<file path="src/rtl/lac_pkg.sv">
package lac_pkg;

  typedef enum logic [1:0] {
    OP_READ   = 2'd0,
    OP_WRITE  = 2'd1,
    OP_REPORT = 2'd2,
    OP_RSVD   = 2'd3
  } opE;

  typedef enum logic [1:0] {
    GR_NONE = 2'd0,
    GR_WORD = 2'd1,
    GR_LINE = 2'd2
  } grantE;

  // strobes from control to datapath for the request being accepted
  typedef struct packed {
    logic access;   // read or write
    logic isWrite;  // write only
    logic report;   // dropped private copy
  } strobeT;

endpackage

</file>
<file path="src/rtl/lac_ctrl.sv">
module lac_ctrl
  import lac_pkg::*;
#(
  parameter int CORE_W  = 2,
  parameter int PCT_W   = 3,
  parameter int DEF_PCT = 4
) (
  input  logic              clk,
  input  logic              rstN,
  input  logic              reqValid,
  input  logic [1:0]        reqOp,
  input  logic [CORE_W-1:0] reqCore,
  input  logic [PCT_W-1:0]  pctIn,
  input  grantE             grantNext,
  output logic              reqReady,
  output strobeT            strobe,
  output logic [PCT_W-1:0]  pctQ,
  output logic              rspValid,
  output grantE             rspGrant,
  output logic [CORE_W-1:0] rspCore
);

  logic readyQ;
  logic accept;

  assign reqReady = readyQ;
  assign accept   = reqValid && readyQ;

  always_comb begin
    strobe         = '0;
    strobe.access  = accept && (reqOp == OP_READ || reqOp == OP_WRITE);
    strobe.isWrite = accept && (reqOp == OP_WRITE);
    strobe.report  = accept && (reqOp == OP_REPORT);
  end

  always_ff @(posedge clk) begin
    if (!rstN) begin
      readyQ <= 1'b0;
    end else begin
      readyQ <= 1'b1;
    end
  end

  // threshold is only refreshed while the request path is idle
  always_ff @(posedge clk) begin
    if (!rstN) begin
      pctQ <= PCT_W'(DEF_PCT);
    end else if (!reqValid) begin
      pctQ <= pctIn;
    end
  end

  always_ff @(posedge clk) begin
    if (!rstN) begin
      rspValid <= 1'b0;
      rspGrant <= GR_NONE;
      rspCore  <= '0;
    end else begin
      rspValid <= accept;
      if (accept) begin
        rspGrant <= grantNext;
        rspCore  <= reqCore;
      end
    end
  end

endmodule

</file>
<file path="src/rtl/lac_datapath.sv">
module lac_datapath
  import lac_pkg::*;
#(
  parameter int NUM_CORES = 4,
  parameter int CORE_W    = 2,
  parameter int CNT_W     = 3,
  parameter int PCT_W     = 3
) (
  input  logic                       clk,
  input  logic                       rstN,
  input  strobeT                     strobe,
  input  logic [CORE_W-1:0]          reqCore,
  input  logic [CNT_W-1:0]           reqUtil,
  input  logic [PCT_W-1:0]           pctQ,
  output grantE                      grantNext,
  output logic [NUM_CORES-1:0]       modeView,
  output logic [NUM_CORES*CNT_W-1:0] utilView
);

  localparam int CMP_W = (CNT_W > PCT_W) ? CNT_W : PCT_W;
  localparam logic [CNT_W-1:0] CNT_MAX = {CNT_W{1'b1}};

  logic [NUM_CORES-1:0] modeQ;
  logic [NUM_CORES-1:0] promote;
  logic [NUM_CORES-1:0] selHit;
  logic [CMP_W-1:0]     pctWide;
  logic [CMP_W-1:0]     utilWide;

  assign pctWide  = CMP_W'(pctQ);
  assign utilWide = CMP_W'(reqUtil);

  generate
    for (genvar gi = 0; gi < NUM_CORES; gi++) begin : gCore
      logic [CNT_W-1:0] cntQ;
      logic [CNT_W-1:0] cntInc;
      logic             isSel;

      assign isSel       = (reqCore == CORE_W'(gi));
      assign selHit[gi]  = isSel;
      assign cntInc      = (cntQ == CNT_MAX) ? cntQ : cntQ + 1'b1;
      assign promote[gi] = modeQ[gi] && (CMP_W'(cntInc) >= pctWide);
      assign utilView[gi*CNT_W +: CNT_W] = cntQ;

      always_ff @(posedge clk) begin
        if (!rstN) begin
          modeQ[gi] <= 1'b0;
          cntQ      <= '0;
        end else if (strobe.access && isSel) begin
          if (modeQ[gi]) begin
            if (promote[gi]) begin
              modeQ[gi] <= 1'b0;
              cntQ      <= '0;
            end else begin
              cntQ <= cntInc;
            end
          end
        end else if (strobe.isWrite && !isSel) begin
          // another core wrote: earlier word reuse no longer counts
          if (modeQ[gi]) begin
            cntQ <= '0;
          end
        end else if (strobe.report && isSel) begin
          if (!modeQ[gi] && (utilWide < pctWide)) begin
            modeQ[gi] <= 1'b1;
            cntQ      <= '0;
          end
        end
      end
    end
  endgenerate

  assign modeView = modeQ;

  logic selRemote;
  logic selPromote;

  always_comb begin
    selRemote  = 1'b0;
    selPromote = 1'b0;
    for (int i = 0; i < NUM_CORES; i++) begin
      if (selHit[i]) begin
        selRemote  = modeQ[i];
        selPromote = promote[i];
      end
    end
  end

  always_comb begin
    if (!strobe.access) begin
      grantNext = GR_NONE;
    end else if (selRemote && !selPromote) begin
      grantNext = GR_WORD;
    end else begin
      grantNext = GR_LINE;
    end
  end

endmodule

</file>
<file path="src/rtl/lac_classifier.sv">
module lac_classifier
  import lac_pkg::*;
#(
  parameter int NUM_CORES = 4,
  parameter int CNT_W     = 3,
  parameter int PCT_W     = 3,
  parameter int DEF_PCT   = 4,
  localparam int CORE_W   = (NUM_CORES > 1) ? $clog2(NUM_CORES) : 1
) (
  input  logic                       clk,
  input  logic                       rstN,
  input  logic                       reqValid,
  output logic                       reqReady,
  input  logic [CORE_W-1:0]          reqCore,
  input  logic [1:0]                 reqOp,
  input  logic [CNT_W-1:0]           reqUtil,
  input  logic [PCT_W-1:0]           pctIn,
  output logic                       rspValid,
  output logic [1:0]                 rspGrant,
  output logic [CORE_W-1:0]          rspCore,
  output logic [NUM_CORES-1:0]       modeView,
  output logic [NUM_CORES*CNT_W-1:0] utilView
);

  strobeT           strobe;
  grantE            grantNext;
  grantE            rspGrantE;
  logic [PCT_W-1:0] pctQ;

  lac_ctrl #(
    .CORE_W (CORE_W),
    .PCT_W  (PCT_W),
    .DEF_PCT(DEF_PCT)
  ) uCtrl (
    .clk      (clk),
    .rstN     (rstN),
    .reqValid (reqValid),
    .reqOp    (reqOp),
    .reqCore  (reqCore),
    .pctIn    (pctIn),
    .grantNext(grantNext),
    .reqReady (reqReady),
    .strobe   (strobe),
    .pctQ     (pctQ),
    .rspValid (rspValid),
    .rspGrant (rspGrantE),
    .rspCore  (rspCore)
  );

  lac_datapath #(
    .NUM_CORES(NUM_CORES),
    .CORE_W   (CORE_W),
    .CNT_W    (CNT_W),
    .PCT_W    (PCT_W)
  ) uData (
    .clk      (clk),
    .rstN     (rstN),
    .strobe   (strobe),
    .reqCore  (reqCore),
    .reqUtil  (reqUtil),
    .pctQ     (pctQ),
    .grantNext(grantNext),
    .modeView (modeView),
    .utilView (utilView)
  );

  assign rspGrant = rspGrantE;

endmodule

</file>
<file path="config.mk">
export PLATFORM = sky130hd
export DESIGN_NAME = lac_classifier
export DESIGN_NICKNAME = d
export VERILOG_FILES = /design/src/rtl/lac_pkg.sv /design/src/rtl/lac_ctrl.sv /design/src/rtl/lac_datapath.sv /design/src/rtl/lac_classifier.sv
export SDC_FILE = /design/constraint.sdc
export NUM_CORES = 1
export LEC_CHECK = 0
export BUFFER_PORTS_ARGS = -buffer_cell sky130_fd_sc_hd__buf_2
export CORE_ASPECT_RATIO = 0.9
export CORE_MARGIN = 2
export CORE_UTILIZATION = 29
export CTS_BUF_LIST = sky130_fd_sc_hd__clkbuf_4 sky130_fd_sc_hd__clkbuf_8
export DETAILED_ROUTE_END_ITERATION = 7
export SLEW_MARGIN = 20
export SYNTH_ARGS = -nofsm -noshare
export SYNTH_HDL_FRONTEND = slang
export SYNTH_SLANG_ARGS = --single-unit
</file>
<file path="constraint.sdc">
create_clock -name clk -period 6.2 [get_ports clk]
set_input_delay 0.31 -clock clk [delete_from_list [all_inputs] [get_ports clk]]
set_output_delay 0.31 -clock clk [all_outputs]
set_load 0.005 [all_outputs]
</file>
==> results.md <==
* Post-synth EDFFs at 0
* Non-Filler Cell Area, Final at around 2000 um2
* Pin count of the biggest net entering global routing at 29
* Leak pwr at 0.9213 nW
* TritonCTS clock tree: built
* Total of max-cap violations at 0
* Non-Filler Instances at 300
* PostCTS Resize Cnt at 0
* Rel. slew slack at 63.15%
* RSZ-0062 raised after global routing: no
* Worst-Margin Slew at 547.0 ps
* Sw Ratio at 27.91%
* Final WL at 4065 um
* Synth Area in Simple Gates at 23.59%
* Total power at 0.3107 mW
* Most frequent cell after synthesis: nand2_1
* Die area at 6615 um2
* Clk_lat worst skew at 280 ps
* Distinct cells, synth at 43
* Area contributors post-synth: dfxtp_1 (29%), ha_1 (13%), nand2_1 (6.9%)
* Setup TNS at 0 ps
* Post-synthesis xor/xnor area fraction at just over 2%
* Share of cells above drive strength 1 at 26.52%
* Global-route wire length before repair at 6941 um
* Post-Syn Nets at approximately 230
* Crit path max fanout at 4
* CTS buffer count at 3
* Nets@finish at 262
* Main combinational cell family by area after synthesis: simple AND/OR/NAND/NOR gates
* Cell Area, Synth at 1734 um2
* Post-CTS Hold Buffers at 0
* Seq cells post-synth at 25
* Clock period minus final worst setup slack at 2469 ps
* Vias in the first global route at 1406
* Post-CTS Setup Repair Bufs at 0
* IO buf count at 34
* Min Hold Slack at approximately 250 ps
* Vias at between 1500 and 2000
* Starting DRT DRC Count at 76
* Pwr Density at 157.7 nW/um2
* Worst-path clk slew at 100 ps
* Starting density of the core at 30.29%
* Row count at 26
* H-tree Lvls at 1
* Tcrit/Tclk final at 39.83%
* GRT Overall Usage at a little over an eighth
* Internal cell power at 0.2240 mW
* Synth top area share at 28.86%
* Antenna violations before repair at 0
* Drt pass-1 iters at 4
* Final hold vios at 0
* Synth area leader: dfxtp_1
* Hold Crit Class: in2reg
* Adder-cell share of the synthesized area at 12.99%
* Status: complete, no violations
* Placed cell area at a little under 2000 um2
* Mux share of post-synthesis cell area at 6.926%
* Clock sinks at 25
* Synth Area in Compound Gates at about a fifth
* Worst EP required at 6370 ps
* Fillers at 617
* Combinational power share at between 10% and 20%
* Sequential Power Share at 53.5%
* Area grow syn2layout at 13.64%
* Core area at 5725 um2
* Syn avg cell area at approximately 8.6 um2
* Clock power share at 33.4%
* DRC viols at 0
* Placed Cells at a little under 300
* Worst Setup Start Kind: flop
* GR Overflow Total at 0
* Fmax at a little over 400 MHz
* Ys async rst share at 0%
* Die Height at between 70 and 80 um
* Skew final at around 6.8 ps
* Final Max Slew Viols at 0
* DP HPWL at approximately 3100 um
* Critical Path End Type: flop
* RePlAce Congestion at 0.8348
* Via/cell ratio at 5.063
* Sw Pwr at 0.08672 mW
* Clock Path Buffers at 2
* Critical path arrival at between 2000 and 3000 ps
* Seq/Total Area, Yosys at 28.86%
* Number of diodes at 0
* Root buffer cell: clkbuf_8
* CP Class: reg2reg
* Peak supply drop at 0.07113 mV
* Drt wl/cell at 13.55 um
* Ys flop type: dfxtp_1
* Post-route ant nets at 0
* Final setup vio count at 0
* Yosys warns at 0
* Post-synth top cells: nand2_1 (32), dfxtp_1 (25), ha_1 (18)
* I/O pin count at 35
* Die X at 85.51 um
* Cells after Synth at 202
worst max-delay path, cell delays in order, from the launching register on:
cell and delay (ps):
dfxtp_1 360, ha_1 230, nand2_1 110, mux2_2 360
ha_1 270, nand2_1 40, o21ai_0 380, a21oi_2 150
mux2_4 270, a32o_1 200
final cells by class:
| cell class | count | area, um2 | share of cell area [%] |
|---|---|---|---|
| clock buffer | 3 | 41.29 | 2.095 |
| clock inverter | 1 | 7.507 | 0.3810 |
| inverter | 8 | 30.03 | 1.524 |
| multi-input combinational | 159 | 1134 | 57.52 |
| sequential | 25 | 500.5 | 25.40 |
| tap | 70 | 87.58 | 4.444 |
| timing repair buffer | 34 | 170.2 | 8.635 |
routing by layer:
| layer | wire, um | up-vias | share of wire, % | track usage [%] |
|---|---|---|---|---|
| met1 | 2091 | 695 | 51 | 18.71 |
| met3 | 206 | 4 | 5.1 | 3.085 |
| met4 | 40 | 0 | 0.98 | 3.810 |
| li1 | - | 783 | - | - |
| met2 | 1726 | 37 | 42 | 19.30 |
| met5 | 0 | - | 0 | 0 |
final timing paths:
kind              slack, ps                                  end  cells after the start                           startpoint
hold reg to reg         470        uCtrl.rspCore[0]$_SDFFE_PN0P_                      2        uCtrl.rspCore[0]$_SDFFE_PN0P_
hold / removal          250           uCtrl.pctQ[2]$_SDFFE_PN1N_                      3                             pctIn[2]
setup / recovery       3730  uData.gCore[2].cntQ[2]$_SDFFE_PN0P_                      9  uData.gCore[2].cntQ[0]$_SDFFE_PN0P_
setup reg to reg       3730  uData.gCore[2].cntQ[2]$_SDFFE_PN0P_                      9  uData.gCore[2].cntQ[0]$_SDFFE_PN0P_
through the flow:
stage	setup WS (ps)	util, %
floorplan	3940	-
CTS	3739	34.42
global placement	3757	33.57
detailed placement	3755	33.57
finish	3731	34.42
global route	3542	34.42
cell families after synthesis:
group                    after synthesis
multiplexers                          11
AND/OR/NAND/NOR                       78
XOR/XNOR                               4
flip-flops                            25
buffers and inverters                 18
AO/OA/AOI/OAI                         48
adder cells (fa/ha/maj)               18
cells in the final DEF, fill, tap and decap left out, drive strengths merged, types with 2 or more instances in the layout:
cell type	netlist	layout
mux2i	6	6
o211a	4	4
inv	8	8
dfxtp	25	25
xnor2	4	4
buf	8	34
and3	2	2
o211ai	5	5
nor2b	9	9
mux2	5	5
nand4	8	8
nor2	8	8
nand3	6	6
nor3b	2	2
a21boi	2	2
clkbuf	2	3
a21oi	9	9
ha	18	18
nand2	34	34
and2	4	4
o21ai	14	14
o22ai	8	8
power groups by stage:
stage	clock [mW]	combinational, mW	sequential [mW]
2_1_floorplan	0	0.0306	0.169
3_3_place_gp	0	0.0403	0.170
3_5_place_dp	0	0.0408	0.170
4_1_cts	0.109	0.0411	0.166
5_1_grt	0.118	0.0454	0.167
6_report	0.104	0.0409	0.166
registers in the layout, summed over array words and instances (netlist names):
register          cells
uCtrl.rspGrant        2
uData.modeView        4
uData.gCore.cntQ     12
uCtrl.pctQ            3
uCtrl.reqReady        1
uCtrl.rspValid        1
uCtrl.rspCore         2
Power figures use the tool's default switching activity.
